===== src/rtl/strap_i2c_pkg.sv =====
package strap_i2c_pkg;

    typedef enum logic [3:0] {
        ST_IDLE,
        ST_ADDR,
        ST_ACK_ADDR,
        ST_PTR,
        ST_ACK_PTR,
        ST_WDATA,
        ST_ACK_WDATA,
        ST_RDATA,
        ST_RACK,
        ST_IGNORE
    } tgt_state_e;

    // Strap bits sit at fixed positions inside the 7-bit address:
    // s[0] -> bit 0, s[1] -> bit 2, s[2] -> bit 5, remaining bits fixed.
    function automatic logic [6:0] strap_to_addr(input logic [2:0] s);
        return {1'b1, s[2], 1'b0, 1'b1, s[1], 1'b1, s[0]};
    endfunction

endpackage


===== src/rtl/i2c_glitch_filter.sv =====
module i2c_glitch_filter #(
    parameter int SYNC_STAGES = 2,
    parameter int VOTE_LEN    = 3
) (
    input  logic clk_i,
    input  logic rst_ni,
    input  logic line_i,
    output logic line_o
);
    localparam int HALF = VOTE_LEN / 2;

    typedef struct packed {
        logic [SYNC_STAGES-1:0] sync;
        logic [VOTE_LEN-1:0]    hist;
        logic                   vote;
    } flt_t;

    flt_t q, d;
    int   ones;

    always_comb begin
        d      = q;
        d.sync = {q.sync[SYNC_STAGES-2:0], line_i};
        d.hist = {q.hist[VOTE_LEN-2:0], q.sync[SYNC_STAGES-1]};
        ones   = 0;
        for (int i = 0; i < VOTE_LEN; i++) begin
            if (q.hist[i]) ones++;
        end
        d.vote = (ones > HALF);
    end

    always_ff @(posedge clk_i or negedge rst_ni) begin
        if (!rst_ni) q <= '1;
        else         q <= d;
    end

    assign line_o = q.vote;
endmodule


===== src/rtl/i2c_bus_events.sv =====
module i2c_bus_events (
    input  logic clk_i,
    input  logic rst_ni,
    input  logic scl_i,
    input  logic sda_i,
    output logic start_o,
    output logic stop_o,
    output logic rise_o,
    output logic fall_o
);
    typedef struct packed {
        logic scl;
        logic sda;
    } ev_t;

    ev_t q, d;

    always_comb begin
        d.scl = scl_i;
        d.sda = sda_i;
    end

    always_ff @(posedge clk_i or negedge rst_ni) begin
        if (!rst_ni) q <= '1;
        else         q <= d;
    end

    assign start_o = q.scl & scl_i & q.sda & ~sda_i;
    assign stop_o  = q.scl & scl_i & ~q.sda & sda_i;
    assign rise_o  = ~q.scl & scl_i;
    assign fall_o  = q.scl & ~scl_i;
endmodule


===== src/rtl/i2c_target_core.sv =====
module i2c_target_core
    import strap_i2c_pkg::*;
#(
    parameter int NUM_REGS = 8
) (
    input  logic                     clk_i,
    input  logic                     rst_ni,
    input  logic [6:0]               dev_addr_i,
    input  logic                     sda_i,
    input  logic                     start_i,
    input  logic                     stop_i,
    input  logic                     rise_i,
    input  logic                     fall_i,
    output logic                     sda_oe_o,
    output logic [NUM_REGS-1:0][7:0] regs_o
);
    localparam int PTR_W = $clog2(NUM_REGS);

    typedef struct packed {
        tgt_state_e              st;
        logic [3:0]              cnt;
        logic [7:0]              sh;
        logic                    rw;
        logic                    nak;
        logic [PTR_W-1:0]        ptr;
        logic                    oe;
        logic [NUM_REGS-1:0][7:0] regs;
    } core_t;

    core_t q, d;

    always_comb begin
        d = q;
        if (stop_i) begin
            d.st = ST_IDLE;
            d.oe = 1'b0;
        end else if (start_i) begin
            d.st  = ST_ADDR;
            d.cnt = 4'd0;
            d.oe  = 1'b0;
        end else begin
            case (q.st)
                ST_ADDR, ST_PTR, ST_WDATA: begin
                    if (rise_i && q.cnt != 4'd8) begin
                        d.sh  = {q.sh[6:0], sda_i};
                        d.cnt = q.cnt + 4'd1;
                    end else if (fall_i && q.cnt == 4'd8) begin
                        d.cnt = 4'd0;
                        if (q.st == ST_ADDR) begin
                            if (q.sh[7:1] == dev_addr_i) begin
                                d.st = ST_ACK_ADDR;
                                d.oe = 1'b1;
                                d.rw = q.sh[0];
                            end else begin
                                d.st = ST_IGNORE;
                            end
                        end else if (q.st == ST_PTR) begin
                            d.ptr = q.sh[PTR_W-1:0];
                            d.st  = ST_ACK_PTR;
                            d.oe  = 1'b1;
                        end else begin
                            d.regs[q.ptr] = q.sh;
                            d.ptr         = q.ptr + PTR_W'(1);
                            d.st          = ST_ACK_WDATA;
                            d.oe          = 1'b1;
                        end
                    end
                end
                ST_ACK_ADDR: begin
                    if (fall_i) begin
                        if (q.rw) begin
                            d.sh  = q.regs[q.ptr];
                            d.ptr = q.ptr + PTR_W'(1);
                            d.oe  = ~q.regs[q.ptr][7];
                            d.st  = ST_RDATA;
                        end else begin
                            d.oe = 1'b0;
                            d.st = ST_PTR;
                        end
                    end
                end
                ST_ACK_PTR, ST_ACK_WDATA: begin
                    if (fall_i) begin
                        d.oe = 1'b0;
                        d.st = ST_WDATA;
                    end
                end
                ST_RDATA: begin
                    if (fall_i) begin
                        if (q.cnt == 4'd7) begin
                            d.cnt = 4'd0;
                            d.oe  = 1'b0;
                            d.st  = ST_RACK;
                        end else begin
                            d.cnt = q.cnt + 4'd1;
                            d.sh  = {q.sh[6:0], 1'b0};
                            d.oe  = ~q.sh[6];
                        end
                    end
                end
                ST_RACK: begin
                    if (rise_i) begin
                        d.nak = sda_i;
                    end else if (fall_i) begin
                        if (q.nak) begin
                            d.st = ST_IGNORE;
                        end else begin
                            d.sh  = q.regs[q.ptr];
                            d.ptr = q.ptr + PTR_W'(1);
                            d.oe  = ~q.regs[q.ptr][7];
                            d.st  = ST_RDATA;
                        end
                    end
                end
                default: ;
            endcase
        end
    end

    always_ff @(posedge clk_i or negedge rst_ni) begin
        if (!rst_ni) begin
            q    <= '0;
            q.st <= ST_IDLE;
        end else begin
            q <= d;
        end
    end

    assign sda_oe_o = q.oe;
    assign regs_o   = q.regs;
endmodule


===== src/rtl/strap_i2c_regfile.sv =====
module strap_i2c_regfile
    import strap_i2c_pkg::*;
#(
    parameter int NUM_REGS    = 8,
    parameter int SYNC_STAGES = 2,
    parameter int VOTE_LEN    = 3,
    parameter int CTRL_IDX    = 6,
    parameter int SWM_BIT     = 7,
    parameter int OEN_BIT     = 5
) (
    input  logic                  clk_i,
    input  logic                  rst_ni,
    input  logic [2:0]            strap_i,
    input  logic                  scl_i,
    input  logic                  sda_i,
    output logic                  sda_oe_o,
    output logic [NUM_REGS*8-1:0] regs_o,
    output logic                  sw_mode_o,
    output logic                  out_en_o
);
    localparam int NLINES = 2;

    logic [NLINES-1:0]        raw_lines;
    logic [NLINES-1:0]        flt_lines;
    logic                     scl_f;
    logic                     sda_f;
    logic                     start_ev;
    logic                     stop_ev;
    logic                     rise_ev;
    logic                     fall_ev;
    logic [NUM_REGS-1:0][7:0] regs_w;

    assign raw_lines = {sda_i, scl_i};

    for (genvar g = 0; g < NLINES; g++) begin : g_filt
        i2c_glitch_filter #(
            .SYNC_STAGES(SYNC_STAGES),
            .VOTE_LEN   (VOTE_LEN)
        ) u_filt (
            .clk_i (clk_i),
            .rst_ni(rst_ni),
            .line_i(raw_lines[g]),
            .line_o(flt_lines[g])
        );
    end

    assign scl_f = flt_lines[0];
    assign sda_f = flt_lines[1];

    i2c_bus_events u_ev (
        .clk_i  (clk_i),
        .rst_ni (rst_ni),
        .scl_i  (scl_f),
        .sda_i  (sda_f),
        .start_o(start_ev),
        .stop_o (stop_ev),
        .rise_o (rise_ev),
        .fall_o (fall_ev)
    );

    i2c_target_core #(
        .NUM_REGS(NUM_REGS)
    ) u_core (
        .clk_i     (clk_i),
        .rst_ni    (rst_ni),
        .dev_addr_i(strap_to_addr(strap_i)),
        .sda_i     (sda_f),
        .start_i   (start_ev),
        .stop_i    (stop_ev),
        .rise_i    (rise_ev),
        .fall_i    (fall_ev),
        .sda_oe_o  (sda_oe_o),
        .regs_o    (regs_w)
    );

    assign regs_o    = regs_w;
    assign sw_mode_o = regs_w[CTRL_IDX][SWM_BIT];
    assign out_en_o  = regs_w[CTRL_IDX][OEN_BIT];
endmodule


===== config.mk =====
export PLATFORM = sky130hd
export DESIGN_NAME = strap_i2c_regfile
export DESIGN_NICKNAME = d
export VERILOG_FILES = /design/src/rtl/strap_i2c_pkg.sv /design/src/rtl/i2c_glitch_filter.sv /design/src/rtl/i2c_bus_events.sv /design/src/rtl/i2c_target_core.sv /design/src/rtl/strap_i2c_regfile.sv
export SDC_FILE = /design/constraint.sdc
export NUM_CORES = 1
export LEC_CHECK = 0
export ABC_AREA = 1
export CORE_ASPECT_RATIO = 1.2
export CORE_UTILIZATION = 59
export DETAILED_ROUTE_END_ITERATION = 8
export DONT_BUFFER_PORTS = 1
export GPL_TIMING_DRIVEN = 0
export PLACE_DENSITY = 0.75
export SLEW_MARGIN = 20
export SYNTH_ARGS = -nofsm -noshare
export SYNTH_HDL_FRONTEND = slang
export SYNTH_HIERARCHICAL = 1
export SYNTH_SLANG_ARGS = --single-unit

===== constraint.sdc =====
create_clock -name clk_i -period 2.17 [get_ports clk_i]
set_input_delay 0.217 -clock clk_i [delete_from_list [all_inputs] [get_ports clk_i]]
set_output_delay 0.217 -clock clk_i [all_outputs]
set_load 0.05 [all_outputs]

Word level (Yosys, flattened, before mapping)

Cells that the tools add are included.

Bitwise operators: 18
Div/mod/pow operators: 0
Mux-type cells: 59
Equality and inequality tests: 35
$mul: 0
Reductions and logical operators: 17
Shift operators: 0
Add/sub/neg operators: 6
Magnitude comparators: 4

Operators by type and width:

| operator                                                                          | number |
|---|---|
| 68-bit 2-to-1 mux                                                                 | 2 |
| 32-bit 2-to-1 mux                                                                 | 4 |
| 64-bit 2-to-1 mux                                                                 | 2 |
| 8-bit 2-to-1 mux                                                                  | 11 |
| 4-bit 2-to-1 mux                                                                  | 17 |
| 32-bit by 2-bit adder with 32-bit output (second input constant)                  | 2 |
| 64-bit bitwise mux                                                                | 1 |
| 32-bit by 2-bit greater-than comparator with 1-bit output (second input constant) | 2 |
| 8-bit one-hot mux with 4 select lines                                             | 1 |
| 8-bit binary-select mux with 3-bit select                                         | 1 |
| 8-bit demux with 3-bit select                                                     | 1 |
| 4-bit by 3-bit inequality test with 1-bit output (second input constant)          | 6 |
| 11-bit AND reduction                                                              | 2 |
| 4-bit by 3-bit equality test with 1-bit output (second input constant)            | 5 |
| 4-bit one-hot mux with 5 select lines                                             | 1 |
| 16-bit 2-to-1 mux                                                                 | 1 |
| 4-bit inequality test (second input constant)                                     | 4 |
| 7-bit AND reduction                                                               | 2 |
| 2-bit by 1-bit inequality test with 1-bit output (second input constant)          | 6 |
| 1-bit NOT                                                                         | 11 |
| 1-bit 2-to-1 mux                                                                  | 10 |
| 2-bit inequality test (second input constant)                                     | 5 |
| 10-bit AND reduction                                                              | 1 |
| 3-bit 2-to-1 mux                                                                  | 3 |
| other kinds (25)                                                                  | 38 |

Bits of input ports: 7
Bits in read-only memories: 0
Register bits after elaboration: 100
Word-level logic and storage cells: 162
Memories: 0
Memory bits (writable): 0
Output and inout port bits: 67
Bits in latches: 0

Longest topological paths before layout

Word-level depth: 12
Mapped depth: 13
Depth with buffers taken out: 13

Hierarchy

The synthesis kept the hierarchy.

By module, submodules not included:

| module            | instances | seq. area each (µm²) | area each (µm²) | cells each |
|---|---|---|---|---|
| i2c_target_core   | 1         | 2152.1               | 5066.1          | 692 |
| i2c_glitch_filter | 2         | 157.7                | 212.7           | 16 |
| i2c_bus_events    | 1         | 52.6                 | 93.8            | 13 |
| strap_i2c_regfile | 1         | 0.0                  | 22.5            | 4 |

Worst setup path after synthesis

No wires, ideal clock.

Path kind: reg2reg
Start point: reg g_filt[1].u_filt.q, in the netlist g_filt[1].u_filt/line_o
End point: reg with a tool-made name
Slack: 207 ps
Stages on the path, launching flop included: 11
Arrival time: 1833 ps
Library setup time: 130 ps
Clock period less this slack: 1963 ps
Required time: 2040 ps
Path buffers: 1
Cell sequence: dfstp_2 -> inv_1 -> nand2_1 -> nor2_1 -> nor2_2 -> nand2_1 -> nor4_4 -> nand2_1 -> buf_6 -> nand2_1 -> o21ai_0

RTL lines:

| element                  | line                    | RTL |
|---|---|---|
| start: declaration       | i2c_glitch_filter.sv:18 | `flt_t q, d;` |
| start signal: assignment | i2c_glitch_filter.sv:33 | `if (!rst_ni) q <= '1;` |
| start signal: assignment | i2c_glitch_filter.sv:34 | `else q <= d;` |

==> reports/results.ini <==
[outcome]
status = complete, but fails checks
failed_checks = negative hold slack

[route]
route.vias.total = 4751
drt_iter0_drc = 330
drc = 0
post_drt_wl_per_cell_um = 14.94
ant_nets = 0
via_per_inst = 5.326
firstDrtPassIters = 5
drt-total-wl_um = 13330

[final_layout]
antenna_cells = 0
nets = 781
syn2layout_area_growth_pct = 10.26
drive_gt1_share_pct = 18.01

[critical_path]
cp_max_fo = 10
end_kind = flop
timing.critical_path.slowest_stage_cell = dfrtp_1
crit_arrival_ns = 2.26
crit_path_max_incr_delay_ns = 0.39
cp_cell_sequence = inv_1 > ha_1 > nand2_1 > nor2_2 > nand2_2 > inv_1 > nand2_2 > nor4_4 > buf_6 > nand2_2 > buf_6 > nand2_1 > o21ai_0
crit_type = reg2reg
rrSetupSlack_ns = 0.15
crit_path_start_kind = flop
critPathRequiredTime_ns = 2.41
cp_common_cell = nand2_2

[placed_design]
gp_congestion = 0.9215
port_buffers = 0
dpl.hpwl_um = 9645
dp_slack_ns = -0.4846

[cts]
cts_tree = done
cts_num_sinks = 100
cts_hold_buf = 2
numCtsBuffers = 9
cts.path.max_buffers = 2
clk_root_buffer_cell = clkbuf_8
htreeDepth = 3
worstSkewPairLatency_ns = 0.37
clk_pin_slew_worst_paths_ns = 0.09

[logic_synthesis]
synthArstFlopShare_pct = 100.0
synth_edf_count = 0
ys_top_cells_by_area = dfrtp_1 (38%), nand2_1 (19%), buf_4 (8.8%), o21ai_0 (8.7%), dfstp_2 (6.6%)
synthTopCellsByCount = nand2_1 (287), o21ai_0 (98), dfrtp_1 (86)
ys.flop_type = dfrtp_1
seq_area_frac_synth_pct = 44.94
yosysMostFrequentCell = nand2_1
synth_seq_cells = 100
syn_avg_cell_area_um2 = 7.568
synth_top_cell_area_share_pct = 38.38
synth_top_area_cell = dfrtp_1
synth.distinct_cells = 29
yosys_warnings = 6
syn_area_um2 = 5608
syn_inst = 741

[die]
die_w_um = 91
die-area_um2 = 9901
die_h_um = 108.8
io_pins = 74
initial_core_util_pct = 61.43
core_area_um2 = 9129
rows = 38

[timing]
final_hold_viol_count = 100
setup_violations = 0
slew_viol_final = 0
finalClockSkew_ns = 0.01078
slew_headroom_pct = 57.62
tightestPinTransition_ns = 0.6308
fin_crit_sh_pct = 92.98
grt_setup_unrepaired = yes
hold_slack_ns = -0.4671
max_freq_mhz = 495.6
fin_ws_ns = 0.1524
finalCriticalPeriod_ns = 2.018

[grt]
overflow = 0
grt_pass1_wl_um = 21850
grt_use_total_pct = 28.74
grt_pass1_vias = 4508
antenna_found_initial = 0
grt_max_degree = 101

[flow_run]
cap_violations = 0

[worst_hold_path]
holdCritPathClass = in2async

[power]
power_density_nw_per_um2 = 887.6
peakVddDrop_uv = 715.2
p_leak_nw = 3.260

==> through the flow <==
step	cell area, um2	setup TNS, ns	power [W]	instances	utilization [%]
3_5_place_dp	5773	-27.12	0.004031	865	63.24
2_1_floorplan	5623	0	0.003553	745	-
6_report	6183	0	0.005488	892	67.74
4_1_cts	6091	0	0.005379	887	66.72
5_1_grt	6183	-0.2503	0.005883	892	67.74
3_3_place_gp	5773	-21.35	0.003987	865	63.24
==> cells in the final DEF (no fill, tap or decap), types with 2 or more instances in the layout <==
| cell type | netlist | final |
|---|---|---|
| nand2_2 | 1 | 4 |
| clkbuf_8 | 2 | 11 |
| o21ai_1 | 0 | 6 |
| nand3b_1 | 2 | 2 |
| nor2_1 | 53 | 48 |
| nand3_1 | 16 | 15 |
| xnor2_1 | 4 | 4 |
| o21ai_0 | 98 | 92 |
| nand2_1 | 287 | 277 |
| nand2_4 | 0 | 7 |
| nand4_1 | 3 | 3 |
| buf_6 | 8 | 9 |
| dlygate4sd3_1 | 0 | 2 |
| nand3_2 | 1 | 2 |
| inv_4 | 0 | 2 |
| clkinv_2 | 0 | 2 |
| xor2_1 | 3 | 3 |
| a21oi_1 | 16 | 16 |
| nor2_4 | 0 | 3 |
| conb_1 | 2 | 6 |
| clkbuf_16 | 0 | 2 |
| nor2_2 | 1 | 3 |
| nor3_1 | 6 | 6 |
| dfrtp_1 | 86 | 86 |
| buf_4 | 66 | 74 |
| ha_1 | 7 | 7 |
| inv_1 | 50 | 49 |
| clkbuf_1 | 8 | 8 |
| dfstp_2 | 14 | 14 |
==> routing by layer <==
| layer | part of all wire [%] | track usage (%) | up-vias |
|---|---|---|---|
| met2 | 52 | 50.43 | 207 |
| met5 | 0 | 0 | - |
| met4 | 2.4 | 13.04 | 0 |
| met1 | 39 | 35.23 | 2195 |
| met3 | 6.5 | 4.393 | 28 |
| li1 | - | - | 2321 |
==> timing repair <==
item / CTS / global route
endpoints found under the setup margin: 67 / 80
gates resized for setup: 15 / 19
setup buffers: 4 / 5
hold endpoints to repair: 102 / 100
pin swaps: 2 / 2
==> layout make-up <==
| type | count | area (um2) |
|---|---|---|
| Clock buffer | 11 | 173.9 |
| Sequential cell | 100 | 2520 |
| Multi-Input combinational cell | 509 | 2327 |
| Inverter | 50 | 187.7 |
| Timing Repair Buffer | 11 | 91.34 |
| Fill cell | 794 | 2945 |
| Tap cell | 120 | 150.1 |
| Buffer | 86 | 680.7 |
| Clock inverter | 5 | 52.55 |
==> cell families after synthesis <==
family	share of synthesized area (%)
adders and majority gates	1.562
xor gates and xnor gates	1.093
other	0.1339
and+or+nand+nor	26.35
DFF	44.94
AOI/OAI and AO/OA	10.44
buffers and inverters	15.48
==> worst max-delay path: cells and delay by family (launching register included) <==
family / cells / cell delay, ns
flip-flops: 1 / 0.39
buffers and inverters: 4 / 0.58
AND/OR/NAND/NOR: 7 / 0.70
adder cells (fa/ha/maj): 1 / 0.14
AO/OA/AOI/OAI: 1 / 0.07
==> final timing paths <==
check | depth (start not counted) | from | endpoint
setup / recovery | 13 | u_core/q[78]$_DFFE_PN0P_ | flop
hold / removal | 0 | rst_ni | asynchronous set/reset pin
setup reg to reg | 13 | u_core/q[78]$_DFFE_PN0P_ | flop
hold reg to reg | 0 | g_filt[0].u_filt/d[1]$_DFF_PN1_ | g_filt[0].u_filt/d[2]$_DFF_PN1_
max in group asynchronous | 0 | rst_ni | g_filt[1].u_filt/d[3]$_DFF_PN1_
min in group clk_i | 0 | g_filt[0].u_filt/d[1]$_DFF_PN1_ | g_filt[0].u_filt/d[2]$_DFF_PN1_
==> power by group <==
| part | switching [W] | internal, W | total, W |
|---|---|---|---|
| sequential | 0.000171 | 0.00204 | 0.00221 |
| combinational | 0.00133 | 0.000641 | 0.00197 |
| clock | 0.000638 | 0.000671 | 0.00131 |
| total | 0.00214 | 0.00335 | 0.00549 |
No activity file was read; power rests on OpenSTA's default activity.
